<file path="src/rtl/ssched_pkg.sv">
package ssched_pkg;
    localparam int MAX_SLOTS = 32;

    typedef enum logic [1:0] {
        DONE_NONE   = 2'd0,
        DONE_LEGACY = 2'd1,
        DONE_QUEUED = 2'd2
    } done_kind_e;

    typedef struct packed {
        logic running;
        logic clo;
        logic sdb_valid;
    } run_flags_t;
endpackage

</file>
<file path="src/rtl/ssched_pick.sv">
module ssched_pick #(
    parameter int NUM_SLOTS = 32,
    parameter int SLOT_W    = $clog2(NUM_SLOTS)
) (
    input  logic [NUM_SLOTS-1:0] cand_i,
    output logic                 found_o,
    output logic [SLOT_W-1:0]    idx_o
);
    logic [NUM_SLOTS-1:0] first;

    // ascending scan: the first candidate wins
    always_comb begin
        logic below;
        below = 1'b0;
        for (int i = 0; i < NUM_SLOTS; i++) begin
            first[i] = cand_i[i] & ~below;
            below    = below | cand_i[i];
        end
        found_o = below;
    end

    always_comb begin
        idx_o = '0;
        for (int i = 0; i < NUM_SLOTS; i++) begin
            if (first[i]) idx_o = idx_o | SLOT_W'(i);
        end
    end
endmodule

</file>
<file path="src/rtl/ssched_slots.sv">
module ssched_slots
    import ssched_pkg::*;
#(
    parameter int NUM_SLOTS = 32,
    parameter int SLOT_W    = $clog2(NUM_SLOTS)
) (
    input  logic                 clk,
    input  logic                 rst_n,
    input  logic                 start_i,
    input  logic [NUM_SLOTS-1:0] issue_set_i,
    input  logic [NUM_SLOTS-1:0] active_set_i,
    input  logic                 fire_i,
    input  logic [SLOT_W-1:0]    fire_slot_i,
    input  logic                 fire_long_i,
    input  logic                 done_valid_i,
    input  logic [SLOT_W-1:0]    done_slot_i,
    output logic [NUM_SLOTS-1:0] issue_q_o,
    output logic [NUM_SLOTS-1:0] pending_q_o,
    output logic [NUM_SLOTS-1:0] active_q_o,
    output logic [NUM_SLOTS-1:0] cand_d_o,
    output done_kind_e           done_kind_o
);
    typedef struct packed {
        logic [NUM_SLOTS-1:0] issue;
        logic [NUM_SLOTS-1:0] pending;
        logic [NUM_SLOTS-1:0] active;
    } masks_t;

    masks_t masks_d, masks_q;
    logic [NUM_SLOTS-1:0] nxt_iss, nxt_pen, nxt_act;

    // per-slot next state: completion, then dispatch, then stop, then sets
    function automatic logic [2:0] slot_next(
        input logic iss, input logic pen, input logic act,
        input logic hit_done, input logic hit_fire, input logic long_op,
        input logic run, input logic set_iss, input logic set_act
    );
        logic i_n, p_n, a_n;
        i_n = iss;
        p_n = pen;
        a_n = act;
        if (hit_done) begin
            p_n = 1'b0;
            if (act) a_n = 1'b0;
            else     i_n = 1'b0;
        end
        if (hit_fire) begin
            if (long_op) p_n = 1'b1;
            if (!long_op || act) i_n = 1'b0;
        end
        if (!run) begin
            if (pen) begin
                i_n = 1'b0;
                a_n = 1'b0;
            end
            p_n = 1'b0;
        end
        i_n = i_n | set_iss;
        a_n = a_n | set_act;
        return {a_n, p_n, i_n};
    endfunction

    generate
        for (genvar s = 0; s < NUM_SLOTS; s++) begin : g_slot
            logic hit_done, hit_fire;
            assign hit_done = done_valid_i && (done_slot_i == SLOT_W'(s)) && masks_q.pending[s];
            assign hit_fire = fire_i && (fire_slot_i == SLOT_W'(s));
            assign {nxt_act[s], nxt_pen[s], nxt_iss[s]} = slot_next(
                masks_q.issue[s], masks_q.pending[s], masks_q.active[s],
                hit_done, hit_fire, fire_long_i, start_i,
                issue_set_i[s], active_set_i[s]);
        end
    endgenerate

    always_comb begin
        masks_d.issue   = nxt_iss;
        masks_d.pending = nxt_pen;
        masks_d.active  = nxt_act;
    end

    always_ff @(posedge clk or negedge rst_n) begin
        if (!rst_n) masks_q <= '0;
        else        masks_q <= masks_d;
    end

    always_comb begin
        if (done_valid_i && masks_q.pending[done_slot_i]) begin
            done_kind_o = masks_q.active[done_slot_i] ? DONE_QUEUED : DONE_LEGACY;
        end else begin
            done_kind_o = DONE_NONE;
        end
    end

    assign cand_d_o    = masks_d.issue & ~masks_d.pending;
    assign issue_q_o   = masks_q.issue;
    assign pending_q_o = masks_q.pending;
    assign active_q_o  = masks_q.active;
endmodule

</file>
<file path="src/rtl/ssched_run.sv">
module ssched_run
    import ssched_pkg::*;
#(
    parameter int NUM_SLOTS = 32,
    parameter int SLOT_W    = $clog2(NUM_SLOTS)
) (
    input  logic                 clk,
    input  logic                 rst_n,
    input  logic                 start_i,
    input  logic                 idle_i,
    input  logic                 fire_i,
    input  logic [SLOT_W-1:0]    fire_slot_i,
    input  logic                 clo_req_i,
    input  done_kind_e           done_kind_i,
    input  logic [SLOT_W-1:0]    done_slot_i,
    output logic                 running_o,
    output logic [SLOT_W-1:0]    cur_slot_o,
    output logic                 clo_o,
    output logic                 sdb_valid_o,
    output logic [NUM_SLOTS-1:0] sdb_mask_o
);
    typedef struct packed {
        run_flags_t           flags;
        logic [SLOT_W-1:0]    cur;
        logic [NUM_SLOTS-1:0] sdb_mask;
    } run_t;

    run_t run_d, run_q;

    always_comb begin
        run_d = run_q;
        if (start_i)     run_d.flags.running = 1'b1;
        else if (idle_i) run_d.flags.running = 1'b0;

        if (fire_i)                run_d.cur = fire_slot_i;
        else if (!start_i && idle_i) run_d.cur = '0;

        run_d.flags.clo       = clo_req_i;
        run_d.flags.sdb_valid = (done_kind_i == DONE_QUEUED);
        run_d.sdb_mask        = '0;
        if (done_kind_i == DONE_QUEUED) run_d.sdb_mask[done_slot_i] = 1'b1;
    end

    always_ff @(posedge clk or negedge rst_n) begin
        if (!rst_n) run_q <= '0;
        else        run_q <= run_d;
    end

    assign running_o   = run_q.flags.running;
    assign cur_slot_o  = run_q.cur;
    assign clo_o       = run_q.flags.clo;
    assign sdb_valid_o = run_q.flags.sdb_valid;
    assign sdb_mask_o  = run_q.sdb_mask;
endmodule

</file>
<file path="src/rtl/slot_sched.sv">
module slot_sched
    import ssched_pkg::*;
#(
    parameter int NUM_SLOTS = 32,
    parameter int SLOT_W    = $clog2(NUM_SLOTS)
) (
    input  logic                 clk,
    input  logic                 rst_n,
    input  logic                 start_i,
    input  logic                 clo_req_i,
    input  logic [NUM_SLOTS-1:0] issue_set_i,
    input  logic [NUM_SLOTS-1:0] active_set_i,
    output logic                 disp_valid_o,
    input  logic                 disp_ready_i,
    input  logic                 disp_long_i,
    output logic [SLOT_W-1:0]    disp_slot_o,
    input  logic                 done_valid_i,
    input  logic [SLOT_W-1:0]    done_slot_i,
    output logic [NUM_SLOTS-1:0] issue_o,
    output logic [NUM_SLOTS-1:0] pending_o,
    output logic [NUM_SLOTS-1:0] active_o,
    output logic                 running_o,
    output logic [SLOT_W-1:0]    cur_slot_o,
    output logic                 clo_o,
    output logic                 sdb_valid_o,
    output logic [NUM_SLOTS-1:0] sdb_mask_o
);
    typedef struct packed {
        logic              valid;
        logic [SLOT_W-1:0] slot;
    } offer_t;

    offer_t               offer_d, offer_q;
    logic                 fire;
    logic [NUM_SLOTS-1:0] cand_d;
    logic                 pick_found;
    logic [SLOT_W-1:0]    pick_idx;
    done_kind_e           done_kind;

    assign disp_valid_o = offer_q.valid & start_i;
    assign disp_slot_o  = offer_q.slot;
    assign fire         = disp_valid_o & disp_ready_i;

    ssched_slots #(.NUM_SLOTS(NUM_SLOTS), .SLOT_W(SLOT_W)) u_slots (
        .clk          (clk),
        .rst_n        (rst_n),
        .start_i      (start_i),
        .issue_set_i  (issue_set_i),
        .active_set_i (active_set_i),
        .fire_i       (fire),
        .fire_slot_i  (offer_q.slot),
        .fire_long_i  (disp_long_i),
        .done_valid_i (done_valid_i),
        .done_slot_i  (done_slot_i),
        .issue_q_o    (issue_o),
        .pending_q_o  (pending_o),
        .active_q_o   (active_o),
        .cand_d_o     (cand_d),
        .done_kind_o  (done_kind)
    );

    ssched_pick #(.NUM_SLOTS(NUM_SLOTS), .SLOT_W(SLOT_W)) u_pick (
        .cand_i  (cand_d),
        .found_o (pick_found),
        .idx_o   (pick_idx)
    );

    // offer register: reload only when empty or just accepted
    always_comb begin
        offer_d = offer_q;
        if (!start_i) begin
            offer_d.valid = 1'b0;
        end else if (!offer_q.valid || fire) begin
            offer_d.valid = pick_found;
            offer_d.slot  = pick_idx;
        end
    end

    always_ff @(posedge clk or negedge rst_n) begin
        if (!rst_n) offer_q <= '0;
        else        offer_q <= offer_d;
    end

    ssched_run #(.NUM_SLOTS(NUM_SLOTS), .SLOT_W(SLOT_W)) u_run (
        .clk         (clk),
        .rst_n       (rst_n),
        .start_i     (start_i),
        .idle_i      (pending_o == '0),
        .fire_i      (fire),
        .fire_slot_i (offer_q.slot),
        .clo_req_i   (clo_req_i),
        .done_kind_i (done_kind),
        .done_slot_i (done_slot_i),
        .running_o   (running_o),
        .cur_slot_o  (cur_slot_o),
        .clo_o       (clo_o),
        .sdb_valid_o (sdb_valid_o),
        .sdb_mask_o  (sdb_mask_o)
    );
endmodule

</file>
<file path="config.mk">
export PLATFORM = sky130hd
export DESIGN_NAME = slot_sched
export DESIGN_NICKNAME = d
export VERILOG_FILES = /design/src/rtl/ssched_pkg.sv /design/src/rtl/ssched_pick.sv /design/src/rtl/ssched_slots.sv /design/src/rtl/ssched_run.sv /design/src/rtl/slot_sched.sv
export SDC_FILE = /design/constraint.sdc
export NUM_CORES = 1
export LEC_CHECK = 0
export BUFFER_PORTS_ARGS = -buffer_cell sky130_fd_sc_hd__buf_4
export CORE_UTILIZATION = 48
export DETAILED_ROUTE_END_ITERATION = 8
export HOLD_SLACK_MARGIN = 0.06
export PLACE_DENSITY = 0.74
export SLEW_MARGIN = 5
export SYNTH_ARGS = -nofsm -noshare
export SYNTH_HDL_FRONTEND = slang
export SYNTH_HIERARCHICAL = 1
export SYNTH_SLANG_ARGS = --single-unit
</file>
<file path="constraint.sdc">
create_clock -name clk -period 8.79 [get_ports clk]
set_clock_uncertainty 0.15 [all_clocks]
set_input_delay 0.4395 -clock clk [delete_from_list [all_inputs] [get_ports clk]]
set_output_delay 0.4395 -clock clk [all_outputs]
set_load 0.01 [all_outputs]
</file>
-- Yosys cells after proc, flatten, opt, wreduce, memory -nomap -nowiden
Cells that the tools add are included.
- logic and storage cells: 1035
- bits in registers: 142
- latch bits: 0
- output and inout bits: 142
- ROM bits: 0
- memories: 0
- RAM bits: 0
- bitwise logic cells: 161
- shift-type cells: 0
- magnitude comparators: 2
- eq/ne operators: 64
- divide/modulo/power cells: 0
- mux-type cells: 657
- add/sub/neg operators: 0
- $mul: 0
- reduce and logical (&&, ||, !) cells: 141
- operator list (operator ; count):
    1-bit 2-to-1 mux ; 616
    5-bit equality test (second input constant) ; 32
    1-bit logical AND ; 99
    5-bit 2-to-1 mux ; 19
    1-bit bitwise OR ; 95
    5-bit by 4-bit equality test with 1-bit output (second input constant) ; 16
    5-bit by 3-bit equality test with 1-bit output (second input constant) ; 8
    1-bit AND ; 33
    1-bit logical OR ; 33
    32-bit AND ; 1
    32-bit zero test ; 1
    32-bit 2-to-1 mux ; 1
    4-bit 2-to-1 mux ; 8
    32-bit NOT ; 1
    1-bit NOT ; 31
    5-bit by 2-bit equality test with 1-bit output (second input constant) ; 4
    3-bit 2-to-1 mux ; 4
    6-bit 2-to-1 mux ; 2
    1-bit binary-select mux with 5-bit select ; 2
    5-bit by 1-bit equality test with 1-bit output (second input constant) ; 2
    5-bit zero test ; 2
    2-bit 2-to-1 mux ; 4
    5-bit by 6-bit less-than comparator with 1-bit output (second input constant) ; 1
    1-bit demux with 5-bit select ; 1
    6 further kinds ; 9

-- Logic depth before layout (Yosys ltp)
Gate-level depths: netlist of run 1.
- depth in word-level cells: 49
- depth in mapped cells: 14
- depth with buffers taken out: 12

-- Hierarchy
Netlist of run 1, hierarchy kept.
- modules (own cells, without submodules) (module ; times used ; seq. area each (µm²) ; area each (µm²) ; cells each):
    ssched_slots ; 1 ; 2402.3 ; 5597.9 ; 586
    ssched_run ; 1 ; 1001.0 ; 1363.8 ; 107
    ssched_pick ; 1 ; 0.0 ; 405.4 ; 71
    slot_sched ; 1 ; 150.1 ; 379.1 ; 32

-- Worst setup path after synthesis of run 1
Ideal clock, no wire load.
- path type: in2reg
- start point: input port done_slot_i[1]
- end point: register offer_q (netlist bit disp_slot_o[3])
- data required time: 8.515 ns
- stages on the path: 12
- path buffers: 2
- setup time: 0.125 ns
- data arrival time: 2.922 ns
- setup slack: 5.593 ns
- cells stage by stage: buf_2 > or2_2 > buf_2 > o31ai_1 > nand2_1 > a31o_2 > nor2b_1 > or4_4 > nand2b_4 > nor4_1 > nor2_1 > mux2_4
- RTL lines (what ; line ; source):
    start, declared ; slot_sched.sv:18 ; input logic [SLOT_W-1:0] done_slot_i,
    end signal, assigned ; slot_sched.sv:81 ; else offer_q <= offer_d;
    end, declared ; slot_sched.sv:33 ; offer_t offer_d, offer_q;

==> impl_metrics.tcl, run 1 <==
set metrics [dict create \
    place_area_sq_um 9430 \
    p_leak_nw 4.12 \
    stdcell_area_sq_um 10400 \
    synthFlopType "dfrtp_1" \
    antennaDiodeCount 0 \
    synth_edf_count 0 \
    cts_setup_buffers 0 \
    arrival_ps 4540 \
    hold_path.class "in -> reg" \
    synthCells 796 \
    worstMarginPinSlew_ps 1150 \
    syn_area_per_cell_sq_um 9.73 \
    die_w_microns 129 \
    synth_top_cell_by_area "dfrtp_1" \
    cts_buffer_depth 2 \
    cts_buffers 17 \
    ys_ff_latch 142 \
    tns_ps 0 \
    antenna_found_initial 0 \
    drc 0 \
    vdd_ir_drop_max_mv 0.127 \
    ant_nets 0 \
    endpoint_kind "flip-flop" \
    holdWs_ps 71.8 \
    num_vias 7615 \
    via_per_inst 6.09 \
    status "complete, no violations" \
    synthToLayoutAreaGrowth_pct 34.2 \
    clk_latency_ps 430 \
    cts_sinks 142 \
    ctsResizeCount 0 \
    yosys.cell_count.top_type "dfrtp_1" \
    async_flop_share_pct 100 \
    netlist.area_leader.share_pct 45.9 \
    ios 218 \
    overflow 0 \
    fin_nets 1098 \
    drv_cap 0 \
    grt_pass1_vias 7215 \
    fmax_mhz 228 \
    cts_tree "yes" \
    die_area_sq_um 16700 \
    slowest_stage "buf_4" \
    gp_congestion 0.929 \
    row_count 46 \
    cts_hold_buf 37 \
    die_h_microns 129 \
    path_clk_slew_ps 60 \
    drive_above_1_share_pct 31.8 \
    setup_viol 0 \
    crit_path_max_incr_delay_ps 680 \
    num-fill-cells 1335 \
    path_cells "buf_4 > and3_2 > nand2_1 > nor3_1 > o211ai_1 > a31o_2 > nor2b_1 > nor4_1 > nand2_1 > nor4_1 > nor2b_1 > mux2_4" \
    wl_microns 26100 \
    crit_type "in -> reg" \
    syn_nets 872 \
    cp_max_fo 102 \
    period_share_pct 49.8 \
    grt_pass1_wl_microns 39900 \
    rsz0062_at_grt "false" \
    root_buffer "clkbuf_16" \
    drt_iter0_markers 861 \
    yosysSeqAreaShare_pct 45.9 \
    synth_area_sq_um 7750 \
    hold_violations 0 \
    synth_area_leaders "dfrtp_1 (46%), nand2_1 (6.0%), nor2b_1 (4.4%), mux4_2 (4.1%), o21ai_0 (3.4%)" \
    grtUsageTotal_pct 31.8 \
    hpwl_microns 17700 \
    period_minus_slack_ps 4380 \
    ys_types 56 \
    synth_common_cells "dfrtp_1 (142), nand2_1 (124), nor2_1 (55), nor2b_1 (55), o21ai_0 (53)" \
    grt_max_degree 103 \
    floorplan.initialDensity_pct 48.9 \
    firstDrtPassIters 7 \
    avgRoutedWirePerCell_microns 20.9 \
    h-tree-depth 4 \
    yosysWarnings 6 \
    drv_slew 0 \
    start_kind "input pin" \
    required_ps 8960 \
    max_slew_margin_pct 22.7 \
    p_per_area_nw_per_um2 146 \
    coreArea_sq_um 15800 \
    port_buffers 217 \
]
==> metrics by stage <==
step / setup WS, ps / std cells / total power, mW / util [%]
5_1_grt: 4230 / 1251 / 1.57 / 65.7
3_3_place_gp: 4280 / 1181 / 0.801 / 59.6
3_5_place_dp: 4200 / 1181 / 0.802 / 59.6
2_1_floorplan: 5590 / 796 / 0.733 / -
4_1_cts: 4600 / 1250 / 1.53 / 65.6
6_report: 4410 / 1251 / 1.52 / 65.7
==> per-layer routing <==
layer | global-route usage (%) | routed length (microns) | up-vias
met5 | 0 | 0 | -
met4 | 12.2 | 525 | 0
met3 | 7.23 | 2540 | 60
met2 | 49.0 | 12200 | 502
met1 | 43.9 | 10900 | 3687
li1 | - | - | 3366
==> logic make-up (layout without fill, tap and decap cells) <==
kind of cell | Yosys count | count (layout) | synth area share [%]
mux | 30 | 30 | 6.56
buf+inv | 60 | 299 | 3.70
simple gates | 334 | 334 | 22.8
compound gates | 230 | 230 | 21.0
flops | 142 | 142 | 45.9
==> worst paths after layout <==
check                                             from                           endpoint  slack (ps)  cells after the start
setup / recovery                               start_i         disp_slot_o[4]$_DFFE_PN0P_        4410                     12
hold reg to reg            u_run/running_o$_DFFE_PN0P_        u_run/running_o$_DFFE_PN0P_         360                      1
min in group asynchronous                        rst_n              u_run/clo_o$_DFF_PN0_         510                      2
hold / removal                         issue_set_i[27]    u_slots/issue_q_o[27]$_DFF_PN0_          70                      2
setup reg to reg                offer_q[5]$_DFFE_PN0P_         disp_slot_o[4]$_DFFE_PN0P_        5000                     11
max in group asynchronous                        rst_n  u_slots/pending_q_o[22]$_DFF_PN0_        6810                      3
==> report_power, final <==
group          total [mW]  leakage, nW  switching, mW  internal (mW)
Combinational       0.144         2.20         0.0833         0.0607
Sequential          0.662         1.64        0.00495          0.657
Clock               0.717        0.281          0.309          0.408
Total                1.52         4.12          0.397           1.13
==> final cells by class <==
type	count	area, sq um	share of cell area [%]
clock buffer	18	439	4.22
multi-input combinational	594	3910	37.6
tap	216	270	2.60
clock inverter	14	150	1.44
sequential	142	3550	34.2
inverter	7	26.3	0.253
timing repair buffer	260	2050	19.7
==> state kept, by name, indices dropped and copies added, names as in the netlist <==
| signal | cells |
|---|---|
| u_slots/pending_q_o | 32 |
| u_run/clo_o | 1 |
| u_run/sdb_mask_o | 32 |
| u_run/running_o | 1 |
| u_run/cur_slot_o | 5 |
| u_slots/issue_q_o | 32 |
| disp_slot_o | 5 |
| u_slots/active_q_o | 32 |
| u_run/sdb_valid_o | 1 |
| offer_q | 1 |
==> cell usage in the layout (no fill, tap or decap), types with 3 or more instances in the layout <==
| cell | netlist | final |
|---|---|---|
| clkinv_4 | 0 | 3 |
| o21ai_0 | 53 | 53 |
| or3b_1 | 3 | 3 |
| dfrtp_1 | 142 | 142 |
| o211ai_1 | 31 | 31 |
| nor2_1 | 55 | 55 |
| o2111ai_1 | 4 | 4 |
| o31ai_1 | 34 | 34 |
| a21o_1 | 33 | 33 |
| a31o_2 | 28 | 28 |
| inv_1 | 6 | 6 |
| nand4b_1 | 4 | 4 |
| nor2b_4 | 4 | 4 |
| buf_4 | 5 | 221 |
| nor2_2 | 8 | 8 |
| nand2b_1 | 13 | 13 |
| nand4bb_1 | 5 | 5 |
| and2_1 | 5 | 5 |
| mux2_4 | 5 | 5 |
| dlygate4sd3_1 | 0 | 38 |
| mux4_2 | 14 | 14 |
| a21boi_0 | 16 | 16 |
| nor4_1 | 17 | 17 |
| nand3b_1 | 4 | 4 |
| nor2b_1 | 55 | 55 |
| mux2i_1 | 5 | 5 |
| a22oi_1 | 13 | 13 |
| nand2_1 | 124 | 124 |
| inv_6 | 0 | 3 |
| mux2_2 | 6 | 6 |
| inv_8 | 0 | 4 |
| clkbuf_16 | 0 | 17 |
| clkinvlp_4 | 0 | 3 |
| nor3_1 | 9 | 9 |
| nand3_1 | 7 | 7 |
| nand4_1 | 4 | 4 |
| a31o_1 | 3 | 3 |
| a21oi_1 | 4 | 4 |
==> worst max-delay path, delay by kind of cell <==
family | cells | cell delay [ps]
AND/OR/NAND/NOR | 8 | 2610
buffers and inverters | 1 | 680
AO/OA/AOI/OAI | 2 | 470
multiplexers | 1 | 270
Note: power is estimated with default switching activity, not from simulation.
==> run 2: changes to the inputs <==
--- a/config.mk
+++ b/config.mk
@@ -9,7 +9,7 @@
 export CORE_UTILIZATION = 48
 export DETAILED_ROUTE_END_ITERATION = 8
 export HOLD_SLACK_MARGIN = 0.06
-export PLACE_DENSITY = 0.74
+export PLACE_DENSITY = 0.77
 export SLEW_MARGIN = 5
 export SYNTH_ARGS = -nofsm -noshare
 export SYNTH_HDL_FRONTEND = slang
==> constraint.sdc (replaced) <==
create_clock -name clk -period 3.7 [get_ports clk]
set_clock_uncertainty 0.15 [all_clocks]
set_input_delay 0.185 -clock clk [delete_from_list [all_inputs] [get_ports clk]]
set_output_delay 0.185 -clock clk [all_outputs]
set_load 0.01 [all_outputs]
==> run 2 against run 1 <==
Compared with the run above:
- count of clock-buffer cells in the layout decreased by 1
- register-to-register slack got worse by 4800 ps
- non-clock buffer count increased by 54
- total power increased by 130%
- combinational power increased to 2.6 times the previous value
- final area increased by 4.5%
- critical endpoint is now disp_slot_o[0]$_DFFE_PN0P_
- first-iteration DRC count decreased by 6.0%
==> impl_metrics.tcl, run 2 (synthesis results as in run 1) <==
set metrics [dict create \
    setup_viol 0 \
    clk_latency_ps 430 \
    p_leak_nw 4.36 \
    path_clk_slew_ps 60 \
    synthToLayoutAreaGrowth_pct 40.3 \
    timing.final.ws_setup_ps 174 \
    hold_violations 0 \
    ios 218 \
    floorplan.initialDensity_pct 48.9 \
    p_per_area_nw_per_um2 329 \
    crit_type "in -> reg" \
    h-tree-depth 4 \
    cts_sinks 142 \
    arrival_ps 3740 \
    ant_nets 0 \
    crit_family "simple AND/OR/NAND/NOR gates" \
    fin_nets 1152 \
    avgRoutedWirePerCell_microns 20.6 \
    path_common_cell "o211ai_1" \
    hpwl_microns 18400 \
    pre_cts_ws_ps 135 \
    slowest_stage "dlygate4sd3_1" \
    num_vias 7852 \
    grt_max_degree 96 \
    critical_path_buf_inv_count 2 \
    max_slew_margin_pct 39.8 \
    cts_setup_buffers 0 \
    grt_pass1_vias 7715 \
    num-fill-cells 1257 \
    wl_microns 26900 \
    mostFrequentLayoutCell "buf_4" \
    cp_max_fo 14 \
    row_count 46 \
    path_cells "dlygate4sd3_1 > buf_4 > and3_2 > nand2b_1 > nor2_2 > o211ai_1 > a31o_2 > nor2b_1 > nor4_1 > nand2_1 > nor4_4 > o31ai_1 > o211ai_1 > mux2_4" \
    via_per_inst 6.02 \
    gp_congestion 0.974 \
    drc 0 \
    layout.cells.most_common_list "buf_4 (246), dfrtp_1 (142), nand2_1 (124)" \
    cts_tree "yes" \
    finalCoreUtilization_pct 68.7 \
    coreArea_sq_um 15800 \
    drv_cap 0 \
    grt_pass1_wl_microns 41600 \
    start_kind "input pin" \
    status "complete, no violations" \
    rsz0062_at_grt "true" \
    drt_iter0_markers 809 \
    drv_slew 0 \
    worstMarginPinSlew_ps 904 \
    root_buffer "clkbuf_16" \
    endpoint_kind "flip-flop" \
    crit_path_max_incr_delay_ps 530 \
    vdd_ir_drop_max_mv 0.318 \
    period_share_pct 95.3 \
    port_buffers 217 \
    die_h_microns 129 \
    cts_buffer_depth 2 \
    die_area_sq_um 16700 \
    antennaDiodeCount 0 \
    die_w_microns 129 \
    antenna_found_initial 0 \
    required_ps 3920 \
    grtUsageTotal_pct 32.8 \
    cts_buffers 17 \
    drive_above_1_share_pct 33.1 \
    fmax_mhz 284 \
    hold_path.class "in -> reg" \
    firstDrtPassIters 5 \
    overflow 0 \
    period_minus_slack_ps 3530 \
]
## run 2: routing by layer
| layer | global-route usage (%) | wire length [microns] |
|---|---|---|
| met3 | 8.18 | 2790 |
| met2 | 52.8 | 12600 |
| met4 | 14.3 | 896 |
| met1 | 42.3 | 10600 |
| met5 | 0 | 0 |
## run 2: final timing paths
check	startpoint	end	slack (ps)	depth (start not counted)
setup reg to reg	offer_q[5]$_DFFE_PN0P_	disp_slot_o[0]$_DFFE_PN0P_	240	12
hold / removal	done_slot_i[4]	u_run/sdb_mask_o[28]$_DFF_PN0_	80	3
min in group asynchronous	rst_n	u_run/clo_o$_DFF_PN0_	270	2
setup / recovery	disp_ready_i	disp_slot_o[0]$_DFFE_PN0P_	170	14
max in group asynchronous	rst_n	u_run/sdb_mask_o[16]$_DFF_PN0_	2160	3
hold reg to reg	u_run/running_o$_DFFE_PN0P_	u_run/running_o$_DFFE_PN0P_	360	1
## run 2: final cells by class
cell class              instances  area [sq um]  area share [%]
well taps                     216           270            2.49
inverters                       7          26.3           0.242
clock buffers                  17           425            3.91
multi-input cells             594          3940            36.2
flip-flops and latches        142          3550            32.7
repair buffers                314          2530            23.3
clock inverters                15           126            1.16
## run 2: power breakdown
part / switching (mW) / internal, mW / leakage [nW]
clock network: 0.740 / 0.879 / 0.270
registers: 0.0115 / 1.56 / 1.64
logic: 0.206 / 0.174 / 2.45
total: 0.958 / 2.61 / 4.36
## run 2: what timing repair did
item	4_1_cts	5_1_grt
endpoints found under the setup margin	0	5
endpoints found under the hold margin	159	0
resized for setup	0	6
hold buffers	67	0
## run 2: through the flow
stage | area [sq um] | setup TNS, ps | instances | hold WS (ps) | total power [mW]
5_1_grt | 10900 | -25.8 | 1305 | 96.8 | 3.68
2_1_floorplan | 7750 | 0 | 796 | -261 | 1.74
6_report | 10900 | 0 | 1305 | 83.6 | 3.57
4_1_cts | 10800 | 0 | 1305 | 81.4 | 3.58
3_5_place_dp | 9610 | 0 | 1206 | 147 | 1.92
3_3_place_gp | 9610 | 0 | 1206 | 148 | 1.91
## run 2: tightest hold or removal path, cell delays in order
cell     delay, ps
buf_4          190
nand3_1        180
nor2_2          60
